**src/rtl/card_seq_pkg.sv**
```systemverilog
package card_seq_pkg;
  localparam int BUS_AW = 4;
  localparam int BUS_DW = 32;

  localparam logic [BUS_AW-1:0] REG_CTRL   = 4'd0;
  localparam logic [BUS_AW-1:0] REG_CMD    = 4'd1;
  localparam logic [BUS_AW-1:0] REG_ARG    = 4'd2;
  localparam logic [BUS_AW-1:0] REG_CTLW   = 4'd3;
  localparam logic [BUS_AW-1:0] REG_BLKLEN = 4'd4;
  localparam logic [BUS_AW-1:0] REG_NBLK   = 4'd5;
  localparam logic [BUS_AW-1:0] REG_STAT   = 4'd6;
  localparam logic [BUS_AW-1:0] REG_IMASK  = 4'd7;
  localparam logic [BUS_AW-1:0] REG_IFLAG  = 4'd8;
  localparam logic [BUS_AW-1:0] REG_RESP   = 4'd9;
  localparam logic [BUS_AW-1:0] REG_TXDATA = 4'd10;
  localparam logic [BUS_AW-1:0] REG_PART   = 4'd11;

  typedef struct packed {
    logic       init;
    logic       busy_wait;
    logic       stream;
    logic       write;
    logic       data_en;
    logic [1:0] rfmt;
  } cmd_ctl_t;

  typedef enum logic [3:0] {
    S_IDLE, S_CMD, S_RWAIT, S_RESP, S_BUSY,
    S_WFILL, S_DSTART, S_DBYTE, S_DCRC, S_DEND
  } seq_state_e;
endpackage

```
**src/rtl/card_crc_ser.sv**
```systemverilog
module card_crc_ser #(
  parameter int            W    = 7,
  parameter logic [W-1:0]  POLY = 7'h09
) (
  input  logic         clk,
  input  logic         rst_n,
  input  logic         clr,
  input  logic         en,
  input  logic         sh,
  input  logic         din,
  output logic [W-1:0] crc
);
  logic [W-1:0] crc_d;

  always_comb begin
    crc_d = crc;
    if (clr)     crc_d = '0;
    else if (en) crc_d = {crc[W-2:0], 1'b0} ^ ({W{crc[W-1] ^ din}} & POLY);
    else if (sh) crc_d = {crc[W-2:0], 1'b0};
  end

  always_ff @(posedge clk or negedge rst_n)
    if (!rst_n) crc <= '0;
    else        crc <= crc_d;
endmodule

```
**src/rtl/card_txfifo.sv**
```systemverilog
module card_txfifo #(
  parameter  int DEPTH = 32,
  parameter  int DW    = 8,
  localparam int AW    = $clog2(DEPTH),
  localparam int CW    = $clog2(DEPTH + 1)
) (
  input  logic          clk,
  input  logic          rst_n,
  input  logic          push,
  input  logic [DW-1:0] din,
  input  logic          pop,
  output logic [DW-1:0] dout,
  output logic [CW-1:0] count
);
  logic [DW-1:0] mem [DEPTH];
  logic [AW-1:0] wp, rp;
  logic          do_push, do_pop;

  assign do_push = push && (count != CW'(DEPTH));
  assign do_pop  = pop  && (count != '0);
  assign dout    = mem[rp];

  always_ff @(posedge clk)
    if (do_push) mem[wp] <= din;

  always_ff @(posedge clk or negedge rst_n)
    if (!rst_n) begin
      wp    <= '0;
      rp    <= '0;
      count <= '0;
    end else begin
      if (do_push) wp <= wp + AW'(1);
      if (do_pop)  rp <= rp + AW'(1);
      if (do_push && !do_pop)      count <= count + CW'(1);
      else if (do_pop && !do_push) count <= count - CW'(1);
    end
endmodule

```
**src/rtl/card_txn_seq.sv**
```systemverilog
module card_txn_seq
  import card_seq_pkg::*;
#(
  parameter int TXF_DEPTH   = 32,
  parameter int RSP_TIMEOUT = 64,
  parameter int BLK_W       = 12
) (
  input  logic              clk,
  input  logic              rst_n,
  input  logic              bus_wr,
  input  logic              bus_rd,
  input  logic [BUS_AW-1:0] bus_addr,
  input  logic [BUS_DW-1:0] bus_wdata,
  output logic [BUS_DW-1:0] bus_rdata,
  output logic              irq,
  output logic              card_clk_en,
  output logic              cmd_o,
  output logic              cmd_oe,
  input  logic              cmd_i,
  output logic              dat_o,
  output logic              dat_oe,
  input  logic              dat_i
);
  localparam int CNT_W = $clog2(TXF_DEPTH + 1);
  localparam int TMR_W = $clog2(RSP_TIMEOUT);
  localparam logic [TMR_W-1:0] TMR_LAST = TMR_W'(RSP_TIMEOUT - 1);
  localparam logic [5:0] HDR_BITS = 6'd40;
  localparam logic [5:0] LAST_BIT = 6'd47;

  // reset: asynchronous assert, synchronous release
  logic [1:0] rst_sync;
  logic       rst_n_s;
  always_ff @(posedge clk or negedge rst_n)
    if (!rst_n) rst_sync <= 2'b00;
    else        rst_sync <= {rst_sync[0], 1'b1};
  assign rst_n_s = rst_sync[1];

  // configuration and software-visible state
  logic [5:0]       idx_q;
  logic [31:0]      arg_q;
  cmd_ctl_t         ctl_q;
  logic [BLK_W-1:0] blklen_q;
  logic [15:0]      nblk_q;
  logic [1:0]       imask_q, iflag_q, iflag_d;
  logic             tmo_q, part_q;
  logic [2:0]       resp_cnt;

  // sequencer state
  seq_state_e       st, st_d;
  logic             clk_run, run_d;
  logic [5:0]       bit_cnt, cnt_d;
  logic [TMR_W-1:0] tmr, tmr_d;
  logic [39:0]      cmd_sr, csr_d;
  logic [47:0]      resp_sr, rsr_d;
  logic [7:0]       byte_sr, bsr_d;
  logic [CNT_W-1:0] bytes_left, left_d, blk_need;

  logic set_end, set_done, set_tmo, resp_load, fifo_pop, clr_part;
  logic c7_clr, c7_en, c7_sh, c16_clr, c16_en, c16_sh;
  logic [6:0]       crc7_q;
  logic [15:0]      crc16_q;
  logic [7:0]       fifo_head;
  logic [CNT_W-1:0] fifo_cnt;
  logic             wr_cfg, start, fifo_push, resp_pop;

  assign wr_cfg    = bus_wr && !clk_run;
  assign start     = bus_wr && (bus_addr == REG_CTRL) && bus_wdata[0] && !clk_run;
  assign fifo_push = bus_wr && (bus_addr == REG_TXDATA);
  assign resp_pop  = bus_rd && (bus_addr == REG_RESP) && (resp_cnt != 3'd0);

  always_comb begin
    if (blklen_q == '0)                     blk_need = CNT_W'(1);
    else if (blklen_q > BLK_W'(TXF_DEPTH))  blk_need = CNT_W'(TXF_DEPTH);
    else                                    blk_need = blklen_q[CNT_W-1:0];
  end

  card_crc_ser #(.W(7), .POLY(7'h09)) u_crc7 (
    .clk(clk), .rst_n(rst_n_s), .clr(c7_clr), .en(c7_en), .sh(c7_sh),
    .din(cmd_o), .crc(crc7_q));

  card_crc_ser #(.W(16), .POLY(16'h1021)) u_crc16 (
    .clk(clk), .rst_n(rst_n_s), .clr(c16_clr), .en(c16_en), .sh(c16_sh),
    .din(dat_o), .crc(crc16_q));

  card_txfifo #(.DEPTH(TXF_DEPTH), .DW(8)) u_txf (
    .clk(clk), .rst_n(rst_n_s), .push(fifo_push), .din(bus_wdata[7:0]),
    .pop(fifo_pop), .dout(fifo_head), .count(fifo_cnt));

  // sequencer next state
  always_comb begin
    st_d = st; run_d = clk_run; cnt_d = bit_cnt; tmr_d = tmr;
    csr_d = cmd_sr; rsr_d = resp_sr; bsr_d = byte_sr; left_d = bytes_left;
    set_end = 1'b0; set_done = 1'b0; set_tmo = 1'b0; resp_load = 1'b0;
    fifo_pop = 1'b0; clr_part = 1'b0;
    c7_clr = 1'b0; c7_en = 1'b0; c7_sh = 1'b0;
    c16_clr = 1'b0; c16_en = 1'b0; c16_sh = 1'b0;
    cmd_o = 1'b1; cmd_oe = 1'b0; dat_o = 1'b1; dat_oe = 1'b0;
    unique case (st)
      S_IDLE: if (start) begin
        st_d = S_CMD; run_d = 1'b1; cnt_d = '0;
        csr_d = {2'b01, idx_q, arg_q}; c7_clr = 1'b1;
      end
      S_CMD: begin
        cmd_oe = 1'b1;
        cnt_d  = bit_cnt + 6'd1;
        if (bit_cnt < HDR_BITS) begin
          cmd_o = cmd_sr[39]; c7_en = 1'b1; csr_d = {cmd_sr[38:0], 1'b0};
        end else if (bit_cnt < LAST_BIT) begin
          cmd_o = crc7_q[6]; c7_sh = 1'b1;
        end
        if (bit_cnt == LAST_BIT) begin
          cnt_d = '0; tmr_d = '0;
          if (ctl_q.rfmt == 2'd0) begin
            set_end = 1'b1; run_d = 1'b0; st_d = S_IDLE;
          end else st_d = S_RWAIT;
        end
      end
      S_RWAIT: begin
        if (!cmd_i) begin
          st_d = S_RESP; cnt_d = 6'd1; rsr_d = '0;
        end else if (tmr == TMR_LAST) begin
          set_tmo = 1'b1; set_end = 1'b1; run_d = 1'b0; st_d = S_IDLE;
        end else tmr_d = tmr + TMR_W'(1);
      end
      S_RESP: begin
        rsr_d = {resp_sr[46:0], cmd_i};
        cnt_d = bit_cnt + 6'd1;
        if (bit_cnt == LAST_BIT) begin
          resp_load = 1'b1; cnt_d = '0;
          if (ctl_q.busy_wait) st_d = S_BUSY;
          else if (ctl_q.data_en && ctl_q.write) begin
            set_end = 1'b1; st_d = S_WFILL;
          end else begin
            set_end = 1'b1; run_d = 1'b0; st_d = S_IDLE;
          end
        end
      end
      S_BUSY: if (dat_i) begin
        set_end = 1'b1; run_d = 1'b0; st_d = S_IDLE;
      end
      S_WFILL: if ((part_q && fifo_cnt != '0) || (fifo_cnt >= blk_need)) begin
        st_d = S_DSTART; clr_part = 1'b1;
        left_d = part_q ? fifo_cnt : blk_need;
      end
      S_DSTART: begin
        dat_oe = 1'b1; dat_o = 1'b0;
        bsr_d = fifo_head; fifo_pop = 1'b1; cnt_d = '0; c16_clr = 1'b1;
        st_d = S_DBYTE;
      end
      S_DBYTE: begin
        dat_oe = 1'b1; dat_o = byte_sr[7]; c16_en = 1'b1;
        bsr_d = {byte_sr[6:0], 1'b0};
        cnt_d = bit_cnt + 6'd1;
        if (bit_cnt == 6'd7) begin
          cnt_d  = '0;
          left_d = bytes_left - CNT_W'(1);
          if (bytes_left == CNT_W'(1)) st_d = S_DCRC;
          else begin
            bsr_d = fifo_head; fifo_pop = 1'b1;
          end
        end
      end
      S_DCRC: begin
        dat_oe = 1'b1; dat_o = crc16_q[15]; c16_sh = 1'b1;
        cnt_d = bit_cnt + 6'd1;
        if (bit_cnt == 6'd15) begin
          cnt_d = '0; st_d = S_DEND;
        end
      end
      S_DEND: begin
        dat_oe = 1'b1; dat_o = 1'b1;
        set_done = 1'b1; run_d = 1'b0; st_d = S_IDLE;
      end
      default: st_d = S_IDLE;
    endcase
  end

  always_ff @(posedge clk or negedge rst_n_s)
    if (!rst_n_s) begin
      st <= S_IDLE; clk_run <= 1'b0; bit_cnt <= '0; tmr <= '0;
      cmd_sr <= '0; resp_sr <= '0; byte_sr <= '0; bytes_left <= '0;
    end else begin
      st <= st_d; clk_run <= run_d; bit_cnt <= cnt_d; tmr <= tmr_d;
      cmd_sr <= csr_d; resp_sr <= rsr_d; byte_sr <= bsr_d; bytes_left <= left_d;
    end

  // register file
  always_ff @(posedge clk or negedge rst_n_s)
    if (!rst_n_s) begin
      idx_q <= '0; arg_q <= '0; ctl_q <= '0; blklen_q <= '0; nblk_q <= '0;
    end else if (wr_cfg) begin
      case (bus_addr)
        REG_CMD:    idx_q    <= bus_wdata[5:0];
        REG_ARG:    arg_q    <= bus_wdata;
        REG_CTLW:   ctl_q    <= cmd_ctl_t'(bus_wdata[6:0]);
        REG_BLKLEN: blklen_q <= bus_wdata[BLK_W-1:0];
        REG_NBLK:   nblk_q   <= bus_wdata[15:0];
        default: ;
      endcase
    end

  always_comb begin
    iflag_d = iflag_q;
    if (bus_wr && bus_addr == REG_IFLAG) iflag_d = iflag_q & ~bus_wdata[1:0];
    iflag_d = iflag_d | {set_done, set_end};
  end

  always_ff @(posedge clk or negedge rst_n_s)
    if (!rst_n_s) begin
      imask_q <= 2'b11; iflag_q <= '0; tmo_q <= 1'b0; part_q <= 1'b0; resp_cnt <= '0;
    end else begin
      iflag_q <= iflag_d;
      if (bus_wr && bus_addr == REG_IMASK) imask_q <= bus_wdata[1:0];
      if (start)        tmo_q <= 1'b0;
      else if (set_tmo) tmo_q <= 1'b1;
      if (clr_part) part_q <= 1'b0;
      else if (bus_wr && bus_addr == REG_PART) part_q <= bus_wdata[0];
      if (start)          resp_cnt <= '0;
      else if (resp_load) resp_cnt <= 3'd6;
      else if (resp_pop)  resp_cnt <= resp_cnt - 3'd1;
    end

  always_comb begin
    bus_rdata = '0;
    case (bus_addr)
      REG_CTRL:   bus_rdata = {31'd0, clk_run};
      REG_CMD:    bus_rdata = {26'd0, idx_q};
      REG_ARG:    bus_rdata = arg_q;
      REG_CTLW:   bus_rdata = {25'd0, ctl_q};
      REG_BLKLEN: bus_rdata = BUS_DW'(blklen_q);
      REG_NBLK:   bus_rdata = {16'd0, nblk_q};
      REG_STAT:   bus_rdata = {30'd0, clk_run, tmo_q};
      REG_IMASK:  bus_rdata = {30'd0, imask_q};
      REG_IFLAG:  bus_rdata = {30'd0, iflag_q};
      REG_RESP:   if (resp_cnt != 3'd0)
                    bus_rdata = {24'd0, resp_sr[8*(int'(resp_cnt)-1) +: 8]};
      REG_TXDATA: bus_rdata = BUS_DW'(fifo_cnt);
      default:    bus_rdata = '0;
    endcase
  end

  assign irq         = |(iflag_q & ~imask_q);
  assign card_clk_en = clk_run;
endmodule

```
**config.mk**
```make
export PLATFORM = sky130hd
export DESIGN_NAME = card_txn_seq
export DESIGN_NICKNAME = d
export VERILOG_FILES = /design/src/rtl/card_seq_pkg.sv /design/src/rtl/card_crc_ser.sv /design/src/rtl/card_txfifo.sv /design/src/rtl/card_txn_seq.sv
export SDC_FILE = /design/constraint.sdc
export NUM_CORES = 1
export LEC_CHECK = 0
export ABC_AREA = 1
export BUFFER_PORTS_ARGS = -buffer_cell sky130_fd_sc_hd__buf_4
export CORE_ASPECT_RATIO = 1.5
export CORE_UTILIZATION = 50
export DETAILED_ROUTE_END_ITERATION = 10
export PLACE_DENSITY = 0.74
export SYNTH_ARGS = -nofsm -noshare
export SYNTH_HDL_FRONTEND = slang
export SYNTH_SLANG_ARGS = --single-unit
```
**constraint.sdc**
```tcl
create_clock -name clk -period 17.28 [get_ports clk]
set_clock_uncertainty 0.2 [all_clocks]
set_input_delay 0.864 -clock clk [delete_from_list [all_inputs] [get_ports clk]]
set_output_delay 0.864 -clock clk [all_outputs]
set_load 0.03 [all_outputs]
```
**After elaboration in Yosys (flattened, before gate mapping)**

Memories as Yosys holds them, arrays and structs flattened.
Cells that the tools add are included.

- Memory bits (read-only): 0
- Output and inout port bits: 38
- Logic and storage cells: 251
- Memories: 1
- Bits in registers: 242
- Latch bits: 0
- Bits in writable memories: 256
- Input port bits: 42

- Shifts and indexed selects: 1
- Divide/modulo/power cells: 0
- Bitwise gates (word level): 9
- Equal/unequal tests: 43
- Reduce and logical (&&, ||, !) cells: 54
- Add/subtract/negate cells: 9
- Order comparisons: 4
- $mul: 0
- Mux-type cells: 101

Memory list:

| memory | depth | width | rd ports | clocked after memory_dff | write ports | RTL line | source |
|---|---|---|---|---|---|---|---|
| u_txf.mem | 32 | 8 | 1 | 0 | 1 | card_txfifo.sv:15 | `logic [DW-1:0] mem [DEPTH];` |

Operators with widths:

| kind | number |
|---|---|
| one-hot mux 32 bit (11 select lines) | 1 |
| one-hot mux 48 bit (2 select lines) | 1 |
| two-way mux 6 bit | 15 |
| two-way mux 40 bit | 2 |
| one-hot mux 40 bit (2 select lines) | 1 |
| two-way mux 16 bit | 3 |
| two-way mux 48 bit | 1 |
| indexed part select 48 x 7 -> 8 bit | 1 |
| two-way mux 1 bit | 45 |
| two-way mux 4 bit | 10 |
| one-hot mux 4 bit (9 select lines) | 1 |
| one-hot mux 6 bit (6 select lines) | 1 |
| equality test 4 x 3 -> 1 bit, second input constant | 8 |
| inequality test 2 bit, second input constant | 16 |
| equality test 4 bit, second input constant | 6 |
| two-way mux 8 bit | 3 |
| one-hot mux 6 bit (2 select lines) | 2 |
| two-way mux 7 bit | 3 |
| adder 6 x 1 -> 6 bit, second input constant | 3 |
| nonzero test 6 bit | 3 |
| equality test 4 x 2 -> 1 bit, second input constant | 4 |
| logical AND 1 bit | 16 |
| one-hot mux 8 bit (2 select lines) | 1 |
| nonzero test 2 bit | 8 |
| other kinds (39) | 66 |

**Longest topological paths before layout**

- Depth in word-level cells: 8
- Gate-level depth with buffers: 20
- Depth with buffers taken out: 19

**By module**

Synthesis repeated with hierarchy kept, for this count alone.

- Cell total of the unflattened synthesis: 2558
- Area, all modules: 23581.4 um2

Modules (own cells, without submodules):

| module | cells each | area each (um2) | seq. area each (um2) | times used |
|---|---|---|---|---|
| card_txfifo | 1144 | 11922.7 | 8087.8 | 1 |
| card_txn_seq | 1310 | 10601.4 | 5082.4 | 1 |
| card_crc_ser (u_crc16) | 69 | 737.0 | 400.4 | 1 |
| card_crc_ser (u_crc7) | 35 | 320.3 | 175.2 | 1 |

**Worst setup path before layout**

Ideal clock, no wire load.

- Kind: reg-to-output
- Start point: register resp_cnt[0]
- End point: output port bus_rdata[0]
- Data required time: 16216 ps
- Buffers on the path: 3
- Slack: 13950 ps
- Data arrival time: 2266 ps
- Cell stages (with the launch flop): 12
- Path through: dfrtp_1 clkbuf_1 inv_1 buf_1 ha_1 or2_2 nand2_1 buf_2 nor2_1 nor3_1 o2111ai_1 nand3_1

- Longest elaborated chain between the ends: 4
- Elaborated cells between the ends (all ways): 5
- Those cells by class: 1 x add/sub; 1 x shift; 2 x mux; 1 x reduce/logical

Ends and longest elaborated chain:

| element | RTL line | source |
|---|---|---|
| start, declared | card_txn_seq.sv:46 | `logic [2:0] resp_cnt;` |
| start signal, assigned | card_txn_seq.sv:220 | `else if (resp_pop) resp_cnt <= resp_cnt - 3'd1;` |
| subtractor 3 x 1 -> 4 bit | card_txn_seq.sv:236 | `bus_rdata = {24'd0, resp_sr[8*(int'(resp_cnt)-1) +: 8]};` |
| indexed part select 48 x 7 -> 8 bit | card_txn_seq.sv:236 |  |
| two-way mux 8 bit (*) | card_txn_seq.sv:235 | `REG_RESP: if (resp_cnt != 3'd0)` |
| one-hot mux 32 bit (11 select lines) (*) | card_txn_seq.sv:225 | `case (bus_addr)` |
| end, declared | card_txn_seq.sv:14 | `output logic [BUS_DW-1:0] bus_rdata,` |

Every way passes the cells marked *; elsewhere a longest branch is shown, timed or not.

**Worst setup path after layout**

- Start point: register resp_cnt[0]
- End point: output port bus_rdata[6]

The elaborated chain is that of the path after synthesis.

==> summary.txt <==
Run status
  – Outcome: complete, no violations

Placed design
  – Final HPWL DP: 36.2 mm
  – Placer Congestion: 0.907
  – Pre-CTS setup slack: about 13,000 ps
  – Port-buffer cells: 79

Pwr
  – Net Sw Power: 1.49 mW
  – Ratio of total power to cell area: 153 nW/um2
  – Clock share of power: 0.266
  – P_leak: about 12 nW
  – Total power: ~4 mW
  – Sequential Power Share: 0.414
  – Maximum vdd ir drop: approximately 0.097 mV
  – Internal Power: ~2.4 mW
  – Switching share of total power: 0.380
  – Comb power frac: 0.321

Logic synthesis
  – Synth warnings: 0
  – Post-synthesis cell type count: 55
  – Number of synthesized register bits: about 500
  – Number of synthesized flops with an enable pin: 256
  – Synth Cell Area: 23,200 um2
  – Syn_area_per_cell: 9.13 um2
  – Ys async rst share: 0.486
  – Most used flip-flop cell after synthesis: edfxtp_1
  – Post-Syn Instances: 2,542
  – Syn Nets: 2,607
  – Post-synthesis sequential area ratio: 0.592

Timing
  – Max Slew Vio Count: 0
  – Fin. Hold Viols: 0
  – Fin Hold WS: 154 ps
  – Slew headroom: 0.189
  – Final worst-path cycle share: 0.276
  – RSZ-0062 raised after global routing: false
  – F_max: between 0.2 and 0.25 GHz
  – Worst-Margin Slew: about 1200 ps
  – Setup WS post-layout: between 10,000 and 15,000 ps
  – Crit path time final: 4760 ps
  – Final setup viols: 0
  – TNS Setup: 0 ps

Global routing
  – Gr usage total: 0.240
  – Initial antenna violation count: 0
  – Largest net degree at the start of global routing: roughly 170
  – Wire length of the first global-routing pass: 89.6 mm
  – Vias in the first global route: 17,482
  – Gr ovfl total: 0

Routing
  – Routed wire length: 54.8 mm
  – Avg WL per Cell: 17.1 um
  – Vias/cell: 5.42
  – Initial drt markers: 1,385
  – Router iterations before antenna repair: 5
  – Via Count: roughly 17,000
  – DRC Markers: 0
  – Antenna Nets Post-Route: 0

Clocking
  – Total setup buffers inserted after CTS: 0
  – Clock-pin transition on the worst setup and hold timing paths: 60 ps
  – Deepest clock path buffer count: 3
  – Root Buffer: clkbuf_16
  – CTS tree: yes
  – CTS Buf Count: 46
  – # resized after CTS: 0
  – Clock Latency Late Sink: 600 ps
  – Hold-fix buffers, CTS: 1
  – Clock sinks: roughly 500
  – H-tree depth: 2

Die
  – Die Width: 178 um
  – Initial Util: 0.507
  – # rows: 96
  – Core area: 45,800 um2
  – Die Span Y: between 200 and 300 um
  – IO Count: 80
  – Total die area: roughly 47,000 um2

Worst hold path
  – Hold/Removal Path Class: reg2reg
  – Hold Path Depth: 0

Finish
  – FF/Latch Area: 13,800 um2
  – Post-layout util: 0.560
  – Antenna fix cells: 0
  – Multi-input gate area: between 7000 and 8000 um2
  – NumNets Final: between 2,000 and 3,000
  – Area Overhead vs Synth: 10.4%
  – Share of layout cells above drive strength 1: 0.0936
  – Final-layout fill cell count: 3,980

Setup path
  – Kind of critical path: reg2out
  – Required time of the critical path: 16,220 ps
  – WP data arrival: 3700 ps
  – Worst Reg-to-Reg Cells: 10
  – Critical path capture point type: output pin
  – Crit start category: flip-flop
  – Worst Path Max Fanout: 18

Run
  – MaxCap Viol Count: 0
## synth_stat cells, types with 2 or more instances
cell type  number  share of area
clkinv_1        3        0.00048
inv_2          16         0.0026
o31ai_1         3        0.00097
o2111ai_1       7         0.0026
o21ai_1        28         0.0060
xor2_1         11         0.0041
a211oi_1       10         0.0032
or2_2           3        0.00081
nor2_4          8         0.0039
nand3_2         2        0.00086
dfrtp_1       240           0.26
nor2_2         14         0.0038
o21ai_2         2        0.00075
o211ai_2       10         0.0054
dfstp_2         2         0.0023
nand3_1       207          0.045
a221oi_1        3         0.0011
nor3_1         17         0.0037
a21oi_1        44         0.0095
nand4_1        14         0.0038
nand3b_1        2        0.00065
nor3b_1         2        0.00065
clkbuf_1       39         0.0063
a21boi_0        2        0.00065
edfxtp_1      256           0.33
buf_6           3         0.0015
buf_4           8         0.0026
buf_1           8         0.0013
inv_4           2        0.00054
ha_1           22          0.012
buf_2          46         0.0099
nand2_2        12         0.0032
xnor2_1         5         0.0019
o21ai_0       147          0.032
o211ai_1       35          0.011
inv_1         380          0.061
clkbuf_2        2        0.00043
a22o_1          4         0.0015
o22ai_1        70          0.019
nor2_1        177          0.029
a31oi_1         3        0.00081
nand2_1       657           0.11
nand2_4         4         0.0019
## power by group through the flow
stage	registers (mW)	logic [mW]	clock network (mW)
floorplan	1.56	0.980	0
global placement	1.63	1.21	0
detailed placement	1.64	1.24	0
CTS	1.62	1.25	1.06
global route	1.64	1.42	1.10
finish	1.62	1.26	1.04
## metrics by stage
stage | cell area, um2 | std cells
6_report | 25600 | 3195
3_3_place_gp | 24100 | 3110
2_1_floorplan | 23200 | 2542
4_1_cts | 25600 | 3195
5_1_grt | 25600 | 3195
3_5_place_dp | 24100 | 3110
## logic make-up (layout without fill, tap and decap cells)
group           after synthesis  in the layout  share of synthesized area
simple gates               1122           1122                      0.204
buf+inv                     508            573                     0.0877
flops                       498            498                      0.592
compound gates              374            374                     0.0969
fa+ha+maj                    23             23                     0.0127
xor+xnor                     16             16                    0.00604
other cells                   1              1                   0.000162
## routing by layer
| metal | up-vias | wire [um] | global-route usage |
|---|---|---|---|
| met4 | 0 | 2420 | 0.114 |
| met1 | 8325 | 20700 | 0.282 |
| met2 | 515 | 29100 | 0.431 |
| met5 | - | 0 | 0 |
| li1 | 8331 | - | - |
| met3 | 152 | 2610 | 0.0304 |
## final cells by class
class | instances | area share
clock buffer | 57 | 0.0473
clock inverter | 27 | 0.0123
inverter | 401 | 0.0589
multi-input combinational | 1536 | 0.290
sequential | 498 | 0.536
tap | 588 | 0.0287
timing repair buffer | 88 | 0.0263
## layout by cell type (no fill, tap or decap), types with 17 or more instances in the layout
| cell | netlist | layout |
|---|---|---|
| a21oi_1 | 44 | 44 |
| buf_4 | 8 | 86 |
| clkbuf_16 | 0 | 46 |
| dfrtp_1 | 240 | 237 |
| edfxtp_1 | 256 | 256 |
| ha_1 | 22 | 22 |
| inv_1 | 380 | 380 |
| nand2_1 | 657 | 656 |
| nand3_1 | 207 | 207 |
| nor2_1 | 177 | 177 |
| nor3_1 | 17 | 17 |
| o211ai_1 | 35 | 35 |
| o21ai_0 | 147 | 147 |
| o21ai_1 | 28 | 28 |
| o22ai_1 | 70 | 70 |
## critical path: stages (launching register included)
cell	delay (ps)
dfrtp_1	660
inv_1	360
ha_1	310
or2_2	270
nand2_1	290
inv_1	150
nor2_1	370
o21ai_0	170
o2111ai_1	210
nand3_1	120
buf_4	190
## flip-flops by register name (all words and copies together), names as in the netlist, 2 cells and up
signal,flops
resp_sr,48
nblk_q,16
u_txf.rp,5
iflag_q,2
resp_cnt,3
st,4
u_crc16.crc,16
arg_q,32
u_txf.wp,5
bit_cnt,6
u_txf.count,6
ctl_q,7
u_txf.mem,256
bytes_left,6
tmr,6
blklen_q,12
idx_q,6
imask_q,2
cmd_sr,40
rst_sync,2
byte_sr,8
u_crc7.crc,7
## worst paths after layout
| path | slack (ps) | startpoint | to |
|---|---|---|---|
| worst max-delay path | 12520 | resp_cnt[0] | bus_rdata[6] |
| worst min-delay path | 150 | rst_sync[0] | rst_sync[1] |
| worst max register to register | 13960 | u_txf.rp[0] | byte_sr[1] |
| worst min register to register | 150 | rst_sync[0] | rst_sync[1] |
| max in group asynchronous | 15080 | rst_sync[1] | resp_sr[18] |
| min in group asynchronous | 310 | rst_sync[1] | nblk_q[11] |
Power figures use the tool's default switching activity.
